==> config.mk <==
export PLATFORM = sky130hd
export DESIGN_NAME = mi_l1_ctrl
export DESIGN_NICKNAME = d
export VERILOG_FILES = /design/src/rtl/mi_l1_pkg.sv /design/src/rtl/mi_l1_pipe.sv /design/src/rtl/mi_l1_prio.sv /design/src/rtl/mi_l1_ctrl.sv
export SDC_FILE = /design/constraint.sdc
export NUM_CORES = 1
export LEC_CHECK = 0
export ABC_CLOCK_PERIOD_IN_PS = 8000
export BUFFER_PORTS_ARGS = -buffer_cell sky130_fd_sc_hd__buf_2
export CORE_UTILIZATION = 54
export DETAILED_ROUTE_END_ITERATION = 10
export HOLD_SLACK_MARGIN = 0.1
export PLACE_DENSITY = 0.83
export SETUP_SLACK_MARGIN = 0.2
export SYNTH_ARGS = -nofsm -noshare
export SYNTH_HDL_FRONTEND = slang
export SYNTH_SLANG_ARGS = --single-unit
==> constraint.sdc <==
create_clock -name clk -period 8 [get_ports clk]
set_clock_uncertainty 0.15 [all_clocks]
set_input_delay 0.4 -clock clk [delete_from_list [all_inputs] [get_ports clk]]
set_output_delay 0.4 -clock clk [all_outputs]
set_load 0.05 [all_outputs]
==> src/rtl/mi_l1_pkg.sv <==
package mi_l1_pkg;

    typedef enum logic [2:0] {
        ST_I   = 3'd0,
        ST_M   = 3'd1,
        ST_IS  = 3'd2,
        ST_IM  = 3'd3,
        ST_MI  = 3'd4,
        ST_MII = 3'd5,
        ST_II  = 3'd6
    } lstate_e;

    localparam logic [1:0] CPU_LOAD   = 2'd0;
    localparam logic [1:0] CPU_FETCH  = 2'd1;
    localparam logic [1:0] CPU_STORE  = 2'd2;
    localparam logic [1:0] CPU_ATOMIC = 2'd3;

    localparam logic [1:0] FWD_GETX   = 2'd0;
    localparam logic [1:0] FWD_INV    = 2'd1;
    localparam logic [1:0] FWD_WBACK  = 2'd2;
    localparam logic [1:0] FWD_WBNACK = 2'd3;

    localparam logic REQ_GETX = 1'b0;
    localparam logic REQ_PUTX = 1'b1;

endpackage

==> src/rtl/mi_l1_pipe.sv <==
module mi_l1_pipe #(
    parameter int W     = 8,
    parameter int DEPTH = 2
) (
    input  logic         clk,
    input  logic         rst_n,
    input  logic         in_valid,
    input  logic [W-1:0] in_data,
    output logic         out_valid,
    output logic [W-1:0] out_data
);
    logic [DEPTH-1:0]        v_d, v_q;
    logic [DEPTH-1:0][W-1:0] p_d, p_q;

    always_comb begin
        v_d[0] = in_valid;
        p_d[0] = in_data;
        for (int i = 1; i < DEPTH; i++) begin
            v_d[i] = v_q[i-1];
            p_d[i] = p_q[i-1];
        end
    end

    always_ff @(posedge clk) begin
        if (!rst_n) begin
            v_q <= '0;
            p_q <= '0;
        end else begin
            v_q <= v_d;
            p_q <= p_d;
        end
    end

    assign out_valid = v_q[DEPTH-1];
    assign out_data  = p_q[DEPTH-1];
endmodule

==> src/rtl/mi_l1_prio.sv <==
module mi_l1_prio #(
    parameter int N = 3
) (
    input  logic [N-1:0] want,
    output logic [N-1:0] grant
);
    always_comb begin
        grant = '0;
        for (int i = N - 1; i >= 0; i--) begin
            if (want[i]) begin
                grant    = '0;
                grant[i] = 1'b1;
            end
        end
    end
endmodule

==> src/rtl/mi_l1_ctrl.sv <==
module mi_l1_ctrl
    import mi_l1_pkg::*;
#(
    parameter int ADDR_W     = 4,
    parameter int IDX_W      = 2,
    parameter int DATA_W     = 16,
    parameter int ID_W       = 2,
    parameter int REQ_DELAY  = 2,
    parameter int RSP_DELAY  = 12,
    parameter bit SEND_EVICT = 1'b1
) (
    input  logic              clk,
    input  logic              rst_n,
    input  logic              cpu_valid,
    input  logic [1:0]        cpu_kind,
    input  logic [ADDR_W-1:0] cpu_addr,
    input  logic [DATA_W-1:0] cpu_wdata,
    output logic              cpu_pop,
    output logic              cpu_done,
    output logic              cpu_hit,
    output logic              cpu_is_write,
    output logic [DATA_W-1:0] cpu_rdata,
    input  logic              fwd_valid,
    input  logic [1:0]        fwd_type,
    input  logic [ADDR_W-1:0] fwd_addr,
    input  logic [ID_W-1:0]   fwd_src,
    output logic              fwd_pop,
    input  logic              rsp_valid,
    input  logic [ADDR_W-1:0] rsp_addr,
    input  logic [DATA_W-1:0] rsp_data,
    output logic              rsp_pop,
    output logic              req_valid,
    output logic              req_type,
    output logic [ADDR_W-1:0] req_addr,
    output logic [DATA_W-1:0] req_data,
    output logic              dat_valid,
    output logic [ADDR_W-1:0] dat_addr,
    output logic [ID_W-1:0]   dat_dest,
    output logic [DATA_W-1:0] dat_data,
    output logic              evict_valid,
    output logic [ADDR_W-1:0] evict_addr,
    output logic              proto_err
);
    localparam int SETS  = 1 << IDX_W;
    localparam int TAG_W = ADDR_W - IDX_W;
    localparam int REQ_W = 1 + ADDR_W + DATA_W;
    localparam int DAT_W = ADDR_W + ID_W + DATA_W;

    typedef struct packed {
        logic              vld;
        lstate_e           st;
        logic [TAG_W-1:0]  tag;
        logic [DATA_W-1:0] data;
    } line_t;

    typedef struct packed {
        logic              vld;
        lstate_e           st;
        logic [ADDR_W-1:0] addr;
        logic [DATA_W-1:0] data;
    } tbe_t;

    typedef struct packed {
        line_t [SETS-1:0] lines;
        tbe_t             tbe;
        logic             err;
    } ctl_t;

    ctl_t ctl_d, ctl_q;

    function automatic lstate_e state_of(ctl_t c, logic [ADDR_W-1:0] a);
        line_t   l;
        lstate_e s;
        l = c.lines[a[IDX_W-1:0]];
        s = ST_I;
        if (c.tbe.vld && c.tbe.addr == a) begin
            s = c.tbe.st;
        end else if (l.vld && l.tag == a[ADDR_W-1:IDX_W]) begin
            s = l.st;
        end
        return s;
    endfunction

    // lookups and progress decisions
    lstate_e           f_st, r_st, c_st, v_st;
    line_t             c_line, f_line;
    logic              c_conflict, c_wr, tbe_free;
    logic [ADDR_W-1:0] vic_addr;
    logic              f_go, r_go, c_go;
    logic [2:0]        grant;

    // message strobes into the delay lines
    logic              rq_v;
    logic              rq_t;
    logic [ADDR_W-1:0] rq_a;
    logic [DATA_W-1:0] rq_dt;
    logic              dt_v;
    logic [ADDR_W-1:0] dt_a;
    logic [DATA_W-1:0] dt_dt;
    logic              ev_v;
    logic [ADDR_W-1:0] ev_a;

    always_comb begin
        f_st       = state_of(ctl_q, fwd_addr);
        r_st       = state_of(ctl_q, rsp_addr);
        c_st       = state_of(ctl_q, cpu_addr);
        c_line     = ctl_q.lines[cpu_addr[IDX_W-1:0]];
        f_line     = ctl_q.lines[fwd_addr[IDX_W-1:0]];
        c_wr       = (cpu_kind == CPU_STORE) || (cpu_kind == CPU_ATOMIC);
        c_conflict = c_line.vld && (c_line.tag != cpu_addr[ADDR_W-1:IDX_W]);
        vic_addr   = {c_line.tag, cpu_addr[IDX_W-1:0]};
        v_st       = state_of(ctl_q, vic_addr);
        tbe_free   = !ctl_q.tbe.vld;

        f_go = fwd_valid;
        if (f_st == ST_IS || f_st == ST_IM) begin
            if (fwd_type == FWD_GETX || fwd_type == FWD_INV) f_go = 1'b0;
        end
        if (fwd_type == FWD_INV && f_st == ST_M && !tbe_free) f_go = 1'b0;

        r_go = rsp_valid;

        c_go = 1'b0;
        if (cpu_valid) begin
            if (c_conflict) begin
                c_go = (v_st == ST_M) && tbe_free;
            end else if (c_st == ST_M) begin
                c_go = 1'b1;
            end else if (c_st == ST_I) begin
                c_go = tbe_free;
            end
        end
    end

    mi_l1_prio #(.N(3)) u_prio (
        .want  ({c_go, r_go, f_go}),
        .grant (grant)
    );

    always_comb begin
        ctl_d        = ctl_q;
        fwd_pop      = 1'b0;
        rsp_pop      = 1'b0;
        cpu_pop      = 1'b0;
        cpu_done     = 1'b0;
        cpu_hit      = 1'b0;
        cpu_is_write = 1'b0;
        cpu_rdata    = '0;
        rq_v         = 1'b0;
        rq_t         = REQ_GETX;
        rq_a         = '0;
        rq_dt        = '0;
        dt_v         = 1'b0;
        dt_a         = '0;
        dt_dt        = '0;
        ev_v         = 1'b0;
        ev_a         = '0;

        if (grant[0]) begin
            fwd_pop = 1'b1;
            unique case (fwd_type)
                FWD_GETX: begin
                    if (f_st == ST_M) begin
                        dt_v  = 1'b1;
                        dt_a  = fwd_addr;
                        dt_dt = f_line.data;
                        ev_v  = 1'b1;
                        ev_a  = fwd_addr;
                        ctl_d.lines[fwd_addr[IDX_W-1:0]].vld = 1'b0;
                    end else if (f_st == ST_MI) begin
                        dt_v  = 1'b1;
                        dt_a  = fwd_addr;
                        dt_dt = ctl_q.tbe.data;
                        ctl_d.tbe.st = ST_II;
                    end else if (f_st == ST_MII) begin
                        dt_v  = 1'b1;
                        dt_a  = fwd_addr;
                        dt_dt = ctl_q.tbe.data;
                        ctl_d.tbe.vld = 1'b0;
                    end else begin
                        ctl_d.err = 1'b1;
                    end
                end
                FWD_INV: begin
                    if (f_st == ST_M) begin
                        ctl_d.tbe = '{vld: 1'b1, st: ST_MI, addr: fwd_addr,
                                      data: f_line.data};
                        rq_v  = 1'b1;
                        rq_t  = REQ_PUTX;
                        rq_a  = fwd_addr;
                        rq_dt = f_line.data;
                        ev_v  = 1'b1;
                        ev_a  = fwd_addr;
                        ctl_d.lines[fwd_addr[IDX_W-1:0]].vld = 1'b0;
                    end else if (f_st != ST_I && f_st != ST_MI) begin
                        ctl_d.err = 1'b1;
                    end
                end
                FWD_WBACK: begin
                    if (f_st == ST_MI) ctl_d.tbe.vld = 1'b0;
                    else               ctl_d.err = 1'b1;
                end
                default: begin
                    if (f_st == ST_MI)      ctl_d.tbe.st  = ST_MII;
                    else if (f_st == ST_II) ctl_d.tbe.vld = 1'b0;
                    else                    ctl_d.err     = 1'b1;
                end
            endcase
        end else if (grant[1]) begin
            rsp_pop = 1'b1;
            if (r_st == ST_IS || r_st == ST_IM) begin
                cpu_done     = 1'b1;
                cpu_is_write = (r_st == ST_IM);
                cpu_rdata    = (r_st == ST_IM) ? ctl_q.tbe.data : rsp_data;
                ctl_d.lines[rsp_addr[IDX_W-1:0]].st   = ST_M;
                ctl_d.lines[rsp_addr[IDX_W-1:0]].data = cpu_rdata;
                ctl_d.tbe.vld = 1'b0;
            end else begin
                ctl_d.err = 1'b1;
            end
        end else if (grant[2]) begin
            if (c_conflict) begin
                // make room: victim leaves through a writeback
                ctl_d.tbe = '{vld: 1'b1, st: ST_MI, addr: vic_addr,
                              data: c_line.data};
                rq_v  = 1'b1;
                rq_t  = REQ_PUTX;
                rq_a  = vic_addr;
                rq_dt = c_line.data;
                ev_v  = 1'b1;
                ev_a  = vic_addr;
                ctl_d.lines[cpu_addr[IDX_W-1:0]].vld = 1'b0;
            end else if (c_st == ST_M) begin
                cpu_pop      = 1'b1;
                cpu_done     = 1'b1;
                cpu_hit      = 1'b1;
                cpu_is_write = c_wr;
                cpu_rdata    = c_wr ? cpu_wdata : c_line.data;
                ctl_d.lines[cpu_addr[IDX_W-1:0]].data = cpu_rdata;
            end else begin
                cpu_pop   = 1'b1;
                ctl_d.tbe = '{vld: 1'b1, st: c_wr ? ST_IM : ST_IS,
                              addr: cpu_addr, data: cpu_wdata};
                ctl_d.lines[cpu_addr[IDX_W-1:0]] =
                    '{vld: 1'b1, st: c_wr ? ST_IM : ST_IS,
                      tag: cpu_addr[ADDR_W-1:IDX_W], data: '0};
                rq_v = 1'b1;
                rq_t = REQ_GETX;
                rq_a = cpu_addr;
            end
        end

        if (!SEND_EVICT) ev_v = 1'b0;
    end

    always_ff @(posedge clk) begin
        if (!rst_n) begin
            ctl_q <= '0;
        end else begin
            ctl_q <= ctl_d;
        end
    end

    assign evict_valid = ev_v;
    assign evict_addr  = ev_a;
    assign proto_err   = ctl_q.err;

    mi_l1_pipe #(.W(REQ_W), .DEPTH(REQ_DELAY)) u_req_pipe (
        .clk       (clk),
        .rst_n     (rst_n),
        .in_valid  (rq_v),
        .in_data   ({rq_t, rq_a, rq_dt}),
        .out_valid (req_valid),
        .out_data  ({req_type, req_addr, req_data})
    );

    mi_l1_pipe #(.W(DAT_W), .DEPTH(RSP_DELAY)) u_dat_pipe (
        .clk       (clk),
        .rst_n     (rst_n),
        .in_valid  (dt_v),
        .in_data   ({dt_a, fwd_src, dt_dt}),
        .out_valid (dat_valid),
        .out_data  ({dat_addr, dat_dest, dat_data})
    );
endmodule

# Yosys cells after proc, flatten, opt, wreduce, memory -nomap -nowiden
# Index checks and enable logic that the tools add are counted.
[classes]
mux = 145
magnitude_cmp = 6
eq_ne = 48
reduce_logical = 33
[ops]
columns = ["op", "n"]
rows = [
  ["bitwise mux 88 bit", 6],
  ["two-way mux 112 bit", 3],
  ["two-way mux 16 bit", 19],
  ["demux 22 bit (select 2 bit)", 6],
  ["two-way mux 89 bit", 2],
  ["two-way mux 88 bit", 2],
  ["one-hot mux 88 bit (2 select lines)", 1],
  ["binary-select mux 22 bit (select 2 bit)", 3],
  ["two-way mux 22 bit", 6],
  ["two-way mux 113 bit", 1],
  ["two-way mux 4 bit", 16],
  ["two-way mux 1 bit", 60],
  ["two-way mux 3 bit", 13],
  ["inequality test 3 bit, second input constant", 9],
  ["two-way mux 24 bit", 1],
  ["two-way mux 23 bit", 1],
  ["two-way mux 21 bit", 1],
  ["two-way mux 20 bit", 1],
  ["AND reduction 10 bit", 2],
  ["inequality test 3 x 2 -> 1 bit, second input constant", 6],
  ["equality test 4 bit", 4],
  ["logical AND 1 bit", 15],
  ["equality test 3 x 2 -> 1 bit, second input constant", 4],
  ["AND reduction 5 bit", 2],
  ["other kinds (26)", 48],
]
[word_totals]
reg_bits = 433
output_inout_bits = 73
word_cells = 271
inputBits = 55

# Logic depth before layout (Yosys ltp)
# Gate-level depths: netlist of the first run.
[logic_depth]
word_depth = 17
depth_mapped = 13
ltp_nobuf = 9

# Hierarchy
# From an unflattened synthesis of the first run, not the netlist that was laid out.
[unflattened]
cells_unflattened = 1606
hier_area_um2 = 16524.6
[by_module_without_submodules]
columns = ["mod", "area_each_um2", "cells_each", "seq_area_each_um2", "n_inst"]
rows = [
  ["mi_l1_ctrl", 7862.5, 929, 2182.1, 1],
  ["mi_l1_pipe (u_dat_pipe)", 7404.6, 582, 5525.3, 1],
  ["mi_l1_pipe (u_req_pipe)", 1231.2, 92, 880.8, 1],
  ["mi_l1_prio", 26.3, 3, 0.0, 1],
]

# Least setup slack after synthesis of the first run
# No wires, ideal clock.
[synth_path]
kind = "input -> output"
from = "input fwd_addr[0]"
to = "output cpu_rdata[8]"
n_path_buf = 4
required_ns = 7.450
path_slack_ns = 4.134
arrival_ns = 3.316
stages = 11
cell_sequence = "buf_6 > mux4_2 > xnor2_2 > o211ai_1 > nor4b_2 > a211o_2 > buf_2 > buf_2 > nand2_1 > clkbuf_1 > o22ai_1"
[synth_via]
elab_chain_cells = 14
word_cells_on_any_way = 20
classes_between = "eq/ne: 5; mux: 10; reduce/logical: 5"
[synth_rtl]
columns = ["element", "line_no", "text"]
rows = [
  ["from (decl)", "mi_l1_ctrl.sv:25", "input logic [ADDR_W-1:0] fwd_addr,"],
  ["binary-select mux 22 bit (select 2 bit)", "mi_l1_ctrl.sv:74", "l = c.lines[a[IDX_W-1:0]];"],
  ["two-way mux 22 bit", "-", ""],
  ["equality test 2 bit", "mi_l1_ctrl.sv:78", "end else if (l.vld && l.tag == a[ADDR_W-1:IDX_W]) begin"],
  ["logical AND 1 bit", "mi_l1_ctrl.sv:78", ""],
  ["two-way mux 3 bit", "mi_l1_ctrl.sv:78", ""],
  ["two-way mux 3 bit (*)", "mi_l1_ctrl.sv:76", "if (c.tbe.vld && c.tbe.addr == a) begin"],
  ["equality test 3 x 2 -> 1 bit / equality test 3 x 1 -> 1 bit (equally long branches)", "mi_l1_ctrl.sv:116, mi_l1_ctrl.sv:119", ""],
  ["logical OR 1 bit / logical AND 1 bit (equally long branches)", "mi_l1_ctrl.sv:116, mi_l1_ctrl.sv:119", ""],
  ["two-way mux 1 bit / logical AND 1 bit (equally long branches)", "mi_l1_ctrl.sv:116, mi_l1_ctrl.sv:119", ""],
  ["two-way mux 1 bit (*)", "mi_l1_ctrl.sv:119", "if (fwd_type == FWD_INV && f_st == ST_M && !tbe_free) f_go = 1'b0;"],
  ["two-way mux 3 bit (*)", "mi_l1_prio.sv:10", "if (want[i]) begin"],
  ["two-way mux 16 bit", "mi_l1_ctrl.sv:221", "end else if (grant[2]) begin"],
  ["two-way mux 16 bit", "mi_l1_ctrl.sv:209", "end else if (grant[1]) begin"],
  ["two-way mux 16 bit (*)", "mi_l1_ctrl.sv:159", "if (grant[0]) begin"],
  ["to (decl)", "mi_l1_ctrl.sv:22", "output logic [DATA_W-1:0] cpu_rdata,"],
]
# Mark *: on every way between the ends. The rest lies on a longest branch, timed or not. The select of a mux whose other input is x is not followed.

# Final worst setup path of the first run
[layout_path]
from = "input cpu_addr[0]"
to = "output cpu_rdata[0]"
[layout_via]
elab_chain_cells = 17
word_cells_on_any_way = 31
classes_between = "eq/ne: 6; mux: 19; reduce/logical: 6"
[layout_rtl]
columns = ["element", "line_no", "text"]
rows = [
  ["from (decl)", "mi_l1_ctrl.sv:16", "input logic [ADDR_W-1:0] cpu_addr,"],
  ["binary-select mux 22 bit (select 2 bit)", "mi_l1_ctrl.sv:74, mi_l1_ctrl.sv:107", ""],
  ["two-way mux 22 bit (not written as such)", "mi_l1_ctrl.sv:74, mi_l1_ctrl.sv:107", ""],
  ["equality test 2 bit", "mi_l1_ctrl.sv:78", ""],
  ["logical AND 1 bit", "mi_l1_ctrl.sv:78", ""],
  ["two-way mux 3 bit", "mi_l1_ctrl.sv:78", ""],
  ["two-way mux 3 bit", "mi_l1_ctrl.sv:76", ""],
  ["zero test 3 bit", "mi_l1_ctrl.sv:129", "end else if (c_st == ST_I) begin"],
  ["two-way mux 1 bit", "mi_l1_ctrl.sv:129", ""],
  ["two-way mux 1 bit", "mi_l1_ctrl.sv:127", "end else if (c_st == ST_M) begin"],
  ["two-way mux 1 bit", "mi_l1_ctrl.sv:125", "if (c_conflict) begin"],
  ["two-way mux 1 bit", "mi_l1_ctrl.sv:124", "if (cpu_valid) begin"],
  ["two-way mux 3 bit (3 in a row)", "mi_l1_prio.sv:10", ""],
  ["two-way mux 16 bit (*)", "mi_l1_ctrl.sv:221", ""],
  ["two-way mux 16 bit (*)", "mi_l1_ctrl.sv:209", ""],
  ["two-way mux 16 bit (*)", "mi_l1_ctrl.sv:159", ""],
]
# Marked as above.

==> flow_summary.json, run 1 <==
{
  "worst_setup_path_end_kind": "output port",
  "place.gp.congestion": 0.906,
  "worstPathRequired_ns": 7.45,
  "via_per_inst": 5.94,
  "r2r_slack_ns": 3.72,
  "yosys.area.top_type_share": 0.528,
  "hold_depth": 4,
  "synth_fp_nets": 1641,
  "worstPathCellList": "buf_2 > mux4_2 > xnor2_1 > a21oi_4 > a211o_1 > o21ai_2 > nand3_1 > o22ai_1 > buf_2",
  "layout-drive-gt1-share": 0.168,
  "whs_endpoint": "ctl_q[13]",
  "tns_ns": 0,
  "grt.total_usage": 0.253,
  "worst_slew_pin_slew_ns": 1.18,
  "synth_seq_cells": 429,
  "synth_warnings": 0,
  "grt_setup_unrepaired": "no",
  "grt_overflow_total": 0,
  "clk_path_buf_depth": 3,
  "routed_wirelength_um": 39600,
  "cp-start-kind": "primary input",
  "r2r_cells": 10,
  "fmax_mhz": 181,
  "drv_cap": 0,
  "post-place-ws_ns": 2.67,
  "final_nets": 1716,
  "cpLargestDelayFamily": "compound AO/OA/AOI/OAI gates",
  "worstSetupPathType": "in2out",
  "antenna_found_initial": 1,
  "grt_pass1_wl_um": 61800,
  "cts_max_level": 2,
  "cts_made_buffers": 43,
  "die_y_um": 175,
  "dpl_cell_area_um2": 17000,
  "area_growth_pct": 13.8,
  "dieArea_um2": 30800,
  "yosysMostFrequentCell": "dfxtp_1",
  "ir_worst_vdd_uv": 131,
  "num_vias": 12385,
  "avgSynthCellArea_um2": 10.2,
  "grt_max_degree": 154,
  "r2r-end": "ctl_q[62]",
  "worst-path-max-fanout": 31,
  "fillers": 2417,
  "root_buffer": "clkbuf_16",
  "first_pass_iters": 6,
  "synth-edff-count": 0,
  "setup_slack_ns": 2.48,
  "cts.sinks": 429,
  "leakagePower_nw": 7.52,
  "status": "finished clean",
  "die_w_um": 175,
  "pin_count": 128,
  "min_from": "cpu_wdata[12]",
  "cpMaxStageDelayCell": "nand3_1",
  "fin_area_um2": 18500,
  "p_per_area_nw_per_um2": 238,
  "route.detailed.drc": 0,
  "setup-violations-final": 0,
  "timing.rr.start": "ctl_q[107]",
  "syn_area_um2": 16300,
  "async_flop_share": 0,
  "synthFlopType": "dfxtp_1",
  "clk_pin_slew_ns": 0.06,
  "yosysSeqAreaShare": 0.528,
  "grt_pass1_vias": 11736,
  "start_util": 0.548,
  "synthDistinctLibCells": 77,
  "utilization": 0.624,
  "core_region_area_um2": 29600,
  "drv_slew": 0,
  "drtIter0Drc": 1547,
  "io_buffers": 126,
  "insertion_delay_ns": 0.55,
  "slew_headroom": 0.210,
  "p_total_mw": 4.40,
  "critPathBufInv": 2,
  "postSynthCellCount": 1586,
  "min_period_ns": 5.52,
  "yosysTopAreaCell": "dfxtp_1",
  "synth.area.top_cells": "dfxtp_1 (53%), and2_1 (11%), mux4_2 (6.4%)",
  "hold_viol_final": 0,
  "hold_path.class": "in2reg",
  "wire_per_inst_um": 19.0,
  "antenna-diode-count": 0,
  "critPathMaxStageDelay_ns": 0.81,
  "period_share": 0.690,
  "dpl.hpwl_um": 23600,
  "cp.arrival_ns": 4.97,
  "cts_tree": "built",
  "ant_nets": 0,
  "crit_top_cell": "buf_2",
  "yosys-top-cells-count": "dfxtp_1 (429), and2_1 (284), nor2_1 (117), nand2_1 (108), clkbuf_1 (78)",
  "fp-row-count": 63
}
## per-layer routing
metal / vias up / track usage / wire [um]
li1: 5685 / - / -
met1: 5710 / 0.313 / 15000
met2: 797 / 0.411 / 18300
met3: 193 / 0.0597 / 4470
met4: 0 / 0.134 / 1880
met5: - / 0 / 0
## layout make-up
cell class,instances,area (um2),share of cell area
clock buffers,54,1170,0.0631
clock inverters,24,279,0.0151
inverters,13,48.8,0.00264
multi-input cells,1029,7130,0.386
flip-flops and latches,429,8590,0.464
well taps,390,488,0.0264
repair buffers,145,795,0.0429
## cells by family (layout without fill, tap and decap cells)
logic type / count (synthesis) / count (layout) / share of synthesized area
DFF: 429 / 429 / 0.528
adders and majority gates: 1 / 1 / 0.000616
buffers and inverters: 128 / 236 / 0.0343
muxes: 95 / 95 / 0.0951
and+or+nand+nor: 607 / 607 / 0.197
AOI/OAI and AO/OA: 308 / 308 / 0.135
xor gates and xnor gates: 18 / 18 / 0.0102
## cells in the final DEF (no fill, tap or decap), drive strengths merged, types with 33 or more instances in the layout
master / count
clkbuf: 54
nor3: 38
o22ai: 47
buf: 139
nand2: 108
dfxtp: 429
nor2: 118
a21oi: 57
mux4: 47
mux2i: 46
and2: 285
o21ai: 61
a22oi: 33
## per-stage QoR
step                hold slack [ns]  std cells
floorplan                     0.262       1586
global placement              0.263       2000
detailed placement            0.267       2000
CTS                           0.105       2084
global route                  0.113       2084
finish                        0.130       2084
## timing repair
action	CTS	global route
hold endpoints to repair	10	0
gates resized for setup	0	0
hold buffers	6	0
buffers inserted	0	0
endpoints found under the setup margin	0	0
## report_power, final
| group | internal (mW) | switching (mW) |
|---|---|---|
| Sequential | 2.15 | 0.0127 |
| Combinational | 0.0719 | 0.153 |
| Clock | 1.18 | 0.838 |
| Total | 3.40 | 1.00 |
## worst max path at each step
stage,startpoint,endpoint,slack [ns],cells after the start
after floorplan,fwd_addr[0],cpu_rdata[8],4.13,11
after detailed placement,cpu_addr[0],cpu_rdata[0],2.67,9
final,cpu_addr[0],cpu_rdata[0],2.48,9
after global placement,cpu_addr[0],cpu_rdata[0],2.70,9
after global routing,cpu_addr[0],cpu_rdata[7],2.38,9
after CTS,cpu_addr[0],cpu_rdata[0],2.65,9
## flip-flops by register name, indices dropped and copies added, names as in the netlist
signal,cells
u_req_pipe.p_d,21
u_req_pipe.v_q,2
u_dat_pipe.v_q,12
u_dat_pipe.out_data,22
u_req_pipe.out_data,21
proto_err,1
ctl_q,108
u_dat_pipe.p_d,242
## worst reg2reg max path: stages (launching register included)
cell and delay (ns):
dfxtp_1 0.33, mux4_2 0.50, xnor2_1 0.25, o211ai_1 0.16, o21bai_1 0.15, buf_4 0.31
a211o_2 0.45, buf_4 0.51, o211ai_2 0.56, nor3_1 0.66, a32o_1 0.20
No activity file was read; power rests on OpenSTA's default activity.
==> run 2, diff against run 1 <==
--- a/config.mk
+++ b/config.mk
@@ -5,12 +5,12 @@
 export SDC_FILE = /design/constraint.sdc
 export NUM_CORES = 1
 export LEC_CHECK = 0
-export ABC_CLOCK_PERIOD_IN_PS = 8000
+export ABC_CLOCK_PERIOD_IN_PS = 5000
 export BUFFER_PORTS_ARGS = -buffer_cell sky130_fd_sc_hd__buf_2
 export CORE_UTILIZATION = 54
 export DETAILED_ROUTE_END_ITERATION = 10
 export HOLD_SLACK_MARGIN = 0.1
-export PLACE_DENSITY = 0.83
+export PLACE_DENSITY = 0.86
 export SETUP_SLACK_MARGIN = 0.2
 export SYNTH_ARGS = -nofsm -noshare
 export SYNTH_HDL_FRONTEND = slang
==> constraint.sdc (replaced) <==
create_clock -name clk -period 5 [get_ports clk]
set_clock_uncertainty 0.15 [all_clocks]
set_input_delay 0.25 -clock clk [delete_from_list [all_inputs] [get_ports clk]]
set_output_delay 0.25 -clock clk [all_outputs]
set_load 0.05 [all_outputs]
==> run 2 against run 1 <==
Compared with the run above: power increased by 61%; register-to-register slack got worse by 2.4 ns; cell area is 2.5% higher; largest cell class unchanged; critical path type unchanged; first-iteration DRC count fell by 21%; critical path depth increased by 2; via count is 1.4% lower; core utilization up 1.5 points; non-clock buffer count rose by 37; critical endpoint unchanged; final cell count rose by 1.7%; flip-flop and latch count unchanged; routed wire length down 1.6%; clock-buffer cell count is 4 higher.
==> flow_summary.json, run 2 (synthesized netlist as in run 1, its figures left out) <==
{
  "critPathMaxStageDelay_ns": 0.62,
  "cp-start-kind": "primary input",
  "grt_overflow_total": 0,
  "layout-drive-gt1-share": 0.171,
  "startpoint": "cpu_addr[0]",
  "first_pass_iters": 6,
  "antenna-diode-count": 0,
  "critPathBufInv": 4,
  "dpl.hpwl_um": 25000,
  "drv_slew": 0,
  "cpLargestDelayFamily": "buffers and inverters",
  "pin_count": 128,
  "worst_setup_path_end_kind": "output port",
  "cpMaxStageDelayCell": "mux4_2",
  "final_cell_mix": "dfxtp_1 (429), and2_1 (284), buf_2 (118)",
  "dr_wl_met3_um": 4070,
  "ant_nets": 0,
  "cp.arrival_ns": 3.99,
  "antenna_found_initial": 0,
  "drtIter0Drc": 1218,
  "min_from": "rst_n",
  "leakagePower_nw": 7.68,
  "status": "finished clean",
  "routed_wirelength_um": 39000,
  "tns_ns": 0,
  "min_period_ns": 4.39,
  "r2r_slack_ns": 1.36,
  "fillers": 2402,
  "hold_viol_final": 0,
  "grt_setup_unrepaired": "no",
  "setup-violations-final": 0,
  "worstSetupPathType": "in2out",
  "place.gp.congestion": 0.963,
  "dieArea_um2": 30800,
  "area_growth_pct": 16.6,
  "core_region_area_um2": 29600,
  "hold_path.class": "in2reg",
  "cts_resized": 0,
  "layout_commonest_cell": "dfxtp_1",
  "die_y_um": 175,
  "fp-row-count": 63,
  "period_share": 0.879,
  "start_util": 0.548,
  "cts_made_buffers": 42,
  "die_w_um": 175,
  "dpl_cell_area_um2": 17200,
  "dr_wl_met2_um": 18300,
  "wire_per_inst_um": 18.4,
  "drt-met1-wl_um": 15300,
  "timing.rr.start": "ctl_q[107]",
  "cts_max_level": 2,
  "drv_cap": 0,
  "insertion_delay_ns": 0.55,
  "grt_pass1_vias": 11932,
  "crit_top_cell": "buf_2",
  "cts_tree": "built",
  "grt_pass1_wl_um": 62000,
  "cts.sinks": 429,
  "largest_reg_flops": 242,
  "worst_slew_pin_slew_ns": 1.13,
  "top_layer": "met4",
  "p_per_area_nw_per_um2": 373,
  "route.detailed.drc": 0,
  "clk_path_buf_depth": 3,
  "worstPathCellList": "dlygate4sd3_1 > buf_2 > mux4_2 > xnor2_1 > and2_1 > o31ai_2 > o21ai_2 > nand3_1 > buf_12 > o22ai_1 > buf_2",
  "final_nets": 1752,
  "grt.total_usage": 0.253,
  "fmax_mhz": 228,
  "root_buffer": "clkbuf_16",
  "grt_max_degree": 250,
  "via_per_inst": 5.76,
  "slew_headroom": 0.248,
  "worst-path-max-fanout": 14,
  "io_buffers": 126,
  "ir_worst_vdd_uv": 232,
  "num_vias": 12211,
  "fin_area_um2": 19000,
  "clk_pin_slew_ns": 0.05,
  "worstPathRequired_ns": 4.60
}
[run 2: cell types whose count changed in the layout (fill, tap and decap cells not counted), moves of 2 or more]
cell | before | now
dlygate4sd3_1 | 6 | 30
clkinv_2 | 11 | 5
clkinvlp_4 | 3 | 7
inv_6 | 4 | 1
buf_4 | 13 | 24
buf_12 | 0 | 9
clkbuf_8 | 5 | 8
buf_2 | 125 | 118
clkbuf_1 | 6 | 8
[run 2: layout make-up]
type	count	area, um2	area share
Clock buffer	58	1190	0.0628
Tap cell	390	488	0.0257
Clock inverter	19	256	0.0135
Inverter	13	48.8	0.00257
Sequential cell	429	8590	0.453
Multi-Input combinational cell	1029	7120	0.376
Timing Repair Buffer	182	1260	0.0666
[run 2: layer usage]
layer / vias up / GRT usage
met4: 0 / 0.108
met5: - / 0
met1: 5687 / 0.310
met3: 121 / 0.0684
met2: 660 / 0.420
li1: 5743 / -
[run 2: worst min-delay path, delay by kind of cell]
family / cells / cell delay [ns]
buf+inv: 1 / 0.28
simple gates: 1 / 0.14
mux: 1 / 0.06
[run 2: timing repair]
item                      4_1_cts  5_1_grt
hold buffers                   30        0
hold endpoints to repair       40        0
buffers inserted                0        0
[run 2: final timing paths]
check | end | cells after the start
hold reg to reg | u_dat_pipe.p_d[192] | 1
setup / recovery | cpu_rdata[0] | 11
hold / removal | ctl_q[109] | 3
setup reg to reg | ctl_q[12] | 10
[run 2: metrics by stage]
step	hold WS (ns)	worst slack, ns	util	cells	power, mW
finish	0.0989	0.607	0.640	2120	7.07
global route	0.134	0.525	0.640	2120	7.31
CTS	0.102	0.742	0.640	2120	7.12
detailed placement	0.267	0.929	0.581	2013	3.88
global placement	0.263	0.948	0.581	2013	3.88
floorplan	0.222	1.43	-	1586	3.78
[run 2: where the power goes]
group / internal (mW) / leakage [nW] / total [mW] / switching (mW)
Sequential: 3.44 / 3.46 / 3.46 / 0.0198
Clock: 1.90 / 0.687 / 3.23 / 1.34
Combinational: 0.131 / 3.54 / 0.377 / 0.245
==> run 3, diff against run 2 <==
--- a/config.mk
+++ b/config.mk
@@ -5,11 +5,13 @@
 export SDC_FILE = /design/constraint.sdc
 export NUM_CORES = 1
 export LEC_CHECK = 0
+export ABC_AREA = 1
 export ABC_CLOCK_PERIOD_IN_PS = 5000
 export BUFFER_PORTS_ARGS = -buffer_cell sky130_fd_sc_hd__buf_2
 export CORE_UTILIZATION = 54
 export DETAILED_ROUTE_END_ITERATION = 10
 export HOLD_SLACK_MARGIN = 0.1
+export MAX_ROUTING_LAYER = met4
 export PLACE_DENSITY = 0.86
 export SETUP_SLACK_MARGIN = 0.2
 export SYNTH_ARGS = -nofsm -noshare
==> run 3 against run 2 <==
Compared with the run above: area after synthesis up 7.7%; setup slack worse by 0.11 ns; core utilization down 0.32 points; critical path type unchanged; worst hold slack better by 0.015 ns; synthesized cell count up 55%.
==> flow_summary.json, run 3 <==
{
  "p_per_area_nw_per_um2": 357,
  "min_period_ns": 4.51,
  "insertion_delay_ns": 0.57,
  "cts.sinks": 429,
  "root_buffer": "clkbuf_16",
  "leakagePower_nw": 10.7,
  "p_total_mw": 7.21,
  "clk_pin_slew_ns": 0.06,
  "die_w_um": 182,
  "via_per_inst": 5.35,
  "worst-path-max-fanout": 13,
  "r2r_cells": 17,
  "fp-row-count": 65,
  "core_region_area_um2": 31700,
  "yosys-top-cells-count": "nand2_1 (644), inv_1 (434), dfxtp_1 (429), nor2_1 (339), o21ai_0 (126)",
  "worst_slew_pin_slew_ns": 1.05,
  "worst_setup_path_end_kind": "output port",
  "cts_made_buffers": 42,
  "layout-drive-gt1-share": 0.118,
  "cts_tree": "built",
  "largest_reg_flops": 242,
  "grt.total_usage": 0.333,
  "crit_top_cell": "nand2_1",
  "io_buffers": 126,
  "route.detailed.drc": 0,
  "grt_setup_unrepaired": "no",
  "grt_max_degree": 116,
  "wire_per_inst_um": 17.9,
  "die_y_um": 182,
  "synth_fp_nets": 2518,
  "status": "finished clean",
  "layout_commonest_cell": "nand2_1",
  "cp.arrival_ns": 4.11,
  "dpl.hpwl_um": 35900,
  "cp-start-kind": "primary input",
  "slew_headroom": 0.296,
  "cpMaxStageDelayCell": "dlygate4sd3_1",
  "postSynthCellCount": 2463,
  "grt_pass1_vias": 15234,
  "whs_endpoint": "proto_err",
  "place.gp.congestion": 1.06,
  "yosysMostFrequentCell": "nand2_1",
  "min_from": "fwd_type[0]",
  "grt_pass1_wl_um": 82600,
  "ant_nets": 0,
  "worstPathRequired_ns": 4.60,
  "yosysTopAreaCell": "dfxtp_1",
  "use_met3": 0.0533,
  "cts_resized": 0,
  "timing.rr.start": "ctl_q[20]",
  "r2r-end": "ctl_q[54]",
  "yosysSeqAreaShare": 0.491,
  "synth_seq_cells": 429,
  "cts_setup_buffers": 0,
  "clk_path_buf_depth": 3,
  "drv_slew": 0,
  "worstSetupPathType": "in2out",
  "gr-usage-met1": 0.413,
  "hold_depth": 6,
  "critPathMaxStageDelay_ns": 0.53,
  "dieArea_um2": 33100,
  "pin_count": 128,
  "ir_worst_vdd_uv": 264,
  "hold_path.class": "in2reg",
  "start_util": 0.552,
  "drtIter0Drc": 1680,
  "grtUsageMet2": 0.532,
  "drv_cap": 0,
  "syn_area_um2": 17500,
  "yosys.area.top_type_share": 0.491,
  "final_nets": 2660,
  "period_share": 0.901,
  "hold_viol_final": 0,
  "avgSynthCellArea_um2": 7.10,
  "tns_ns": 0,
  "area_growth_pct": 15.3,
  "setup-violations-final": 0,
  "first_pass_iters": 6,
  "fmax_mhz": 222,
  "utilization": 0.636,
  "synth_warnings": 0,
  "async_flop_share": 0,
  "cts_max_level": 2,
  "r2r_slack_ns": 1.41,
  "synth-edff-count": 0,
  "final_cell_mix": "nand2_1 (644), inv_1 (433), dfxtp_1 (429)",
  "synthDistinctLibCells": 49,
  "grt_overflow_total": 0,
  "worstPathCellList": "dlygate4sd3_1 > buf_2 > nand2_4 > inv_2 > nand2_1 > nand2_1 > nor2_1 > nand3_1 > nor2_4 > nand2_2 > nand2_2 > nand4_4 > nand2_4 > nand3_2 > nor2_1 > nand2_1 > clkinv_1 > buf_4 > nand3_1 > o21ai_0 > buf_2",
  "synth.area.top_cells": "dfxtp_1 (49%), nand2_1 (14%), inv_1 (9.3%)",
  "antenna_found_initial": 0,
  "num_vias": 16226,
  "synthFlopType": "dfxtp_1",
  "routed_wirelength_um": 54300,
  "antenna-diode-count": 0,
  "busiest_layer": "met2"
}
[run 3: how the worst max path moves through the flow]
| stage | to | cells after the start | slack [ns] | from |
|---|---|---|---|---|
| after floorplan | cpu_rdata[1] | 16 | 0.89 | fwd_addr[1] |
| after global placement | ctl_q[36] | 19 | 1.08 | fwd_addr[0] |
| after detailed placement | ctl_q[43] | 19 | 1.05 | fwd_addr[0] |
| after CTS | cpu_is_write | 21 | 0.61 | fwd_addr[1] |
| after global routing | cpu_is_write | 21 | 0.36 | fwd_addr[1] |
| final | cpu_is_write | 21 | 0.49 | fwd_addr[1] |
[run 3: cells by family after synthesis]
| kind of cell | after synthesis | share of synthesized area |
|---|---|---|
| multiplexers | 1 | 0.000572 |
| AO/OA/AOI/OAI | 355 | 0.120 |
| XOR/XNOR | 3 | 0.00150 |
| buffers and inverters | 568 | 0.130 |
| flip-flops | 429 | 0.491 |
| AND/OR/NAND/NOR | 1107 | 0.257 |
[run 3: cell type report]
cell class / count / area [um2]
Fill cell: 2770 / 11500
Sequential cell: 429 / 8590
Multi-Input combinational cell: 1466 / 6640
Inverter: 454 / 1710
Timing Repair Buffer: 212 / 1390
Clock buffer: 58 / 1180
Tap cell: 402 / 503
Clock inverter: 14 / 175
[run 3: through the flow]
stage | worst slack [ns] | cell area (um2) | instances | hold WS [ns]
after floorplan | 0.894 | 17500 | 2463 | 0.198
after global placement | 1.08 | 18500 | 2935 | 0.241
after detailed placement | 1.05 | 18500 | 2935 | 0.245
after CTS | 0.609 | 20200 | 3035 | 0.102
after global routing | 0.364 | 20200 | 3035 | 0.141
final | 0.495 | 20200 | 3035 | 0.114
[run 3: timing repair]
action / 4_1_cts / 5_1_grt
endpoints found under the hold margin: 141 / 0
setup endpoints to repair: 0 / 0
hold buffers: 28 / 0
[run 3: critical path, delay by kind of cell]
family	cells	cell delay [ns]
simple gates	14	2.04
buf+inv	6	1.71
compound gates	1	0.10
[run 3: layer usage]
layer	vias up	wire length (um)
met1	7443	21600
li1	7773	-
met2	844	25000
met3	166	5260
met4	0	2400
met5	-	0
[run 3: power by group]
part | total, mW | switching [mW] | internal (mW)
sequential | 3.50 | 0.0357 | 3.46
combinational | 0.598 | 0.426 | 0.172
clock | 3.12 | 1.35 | 1.77
total | 7.21 | 1.81 | 5.40
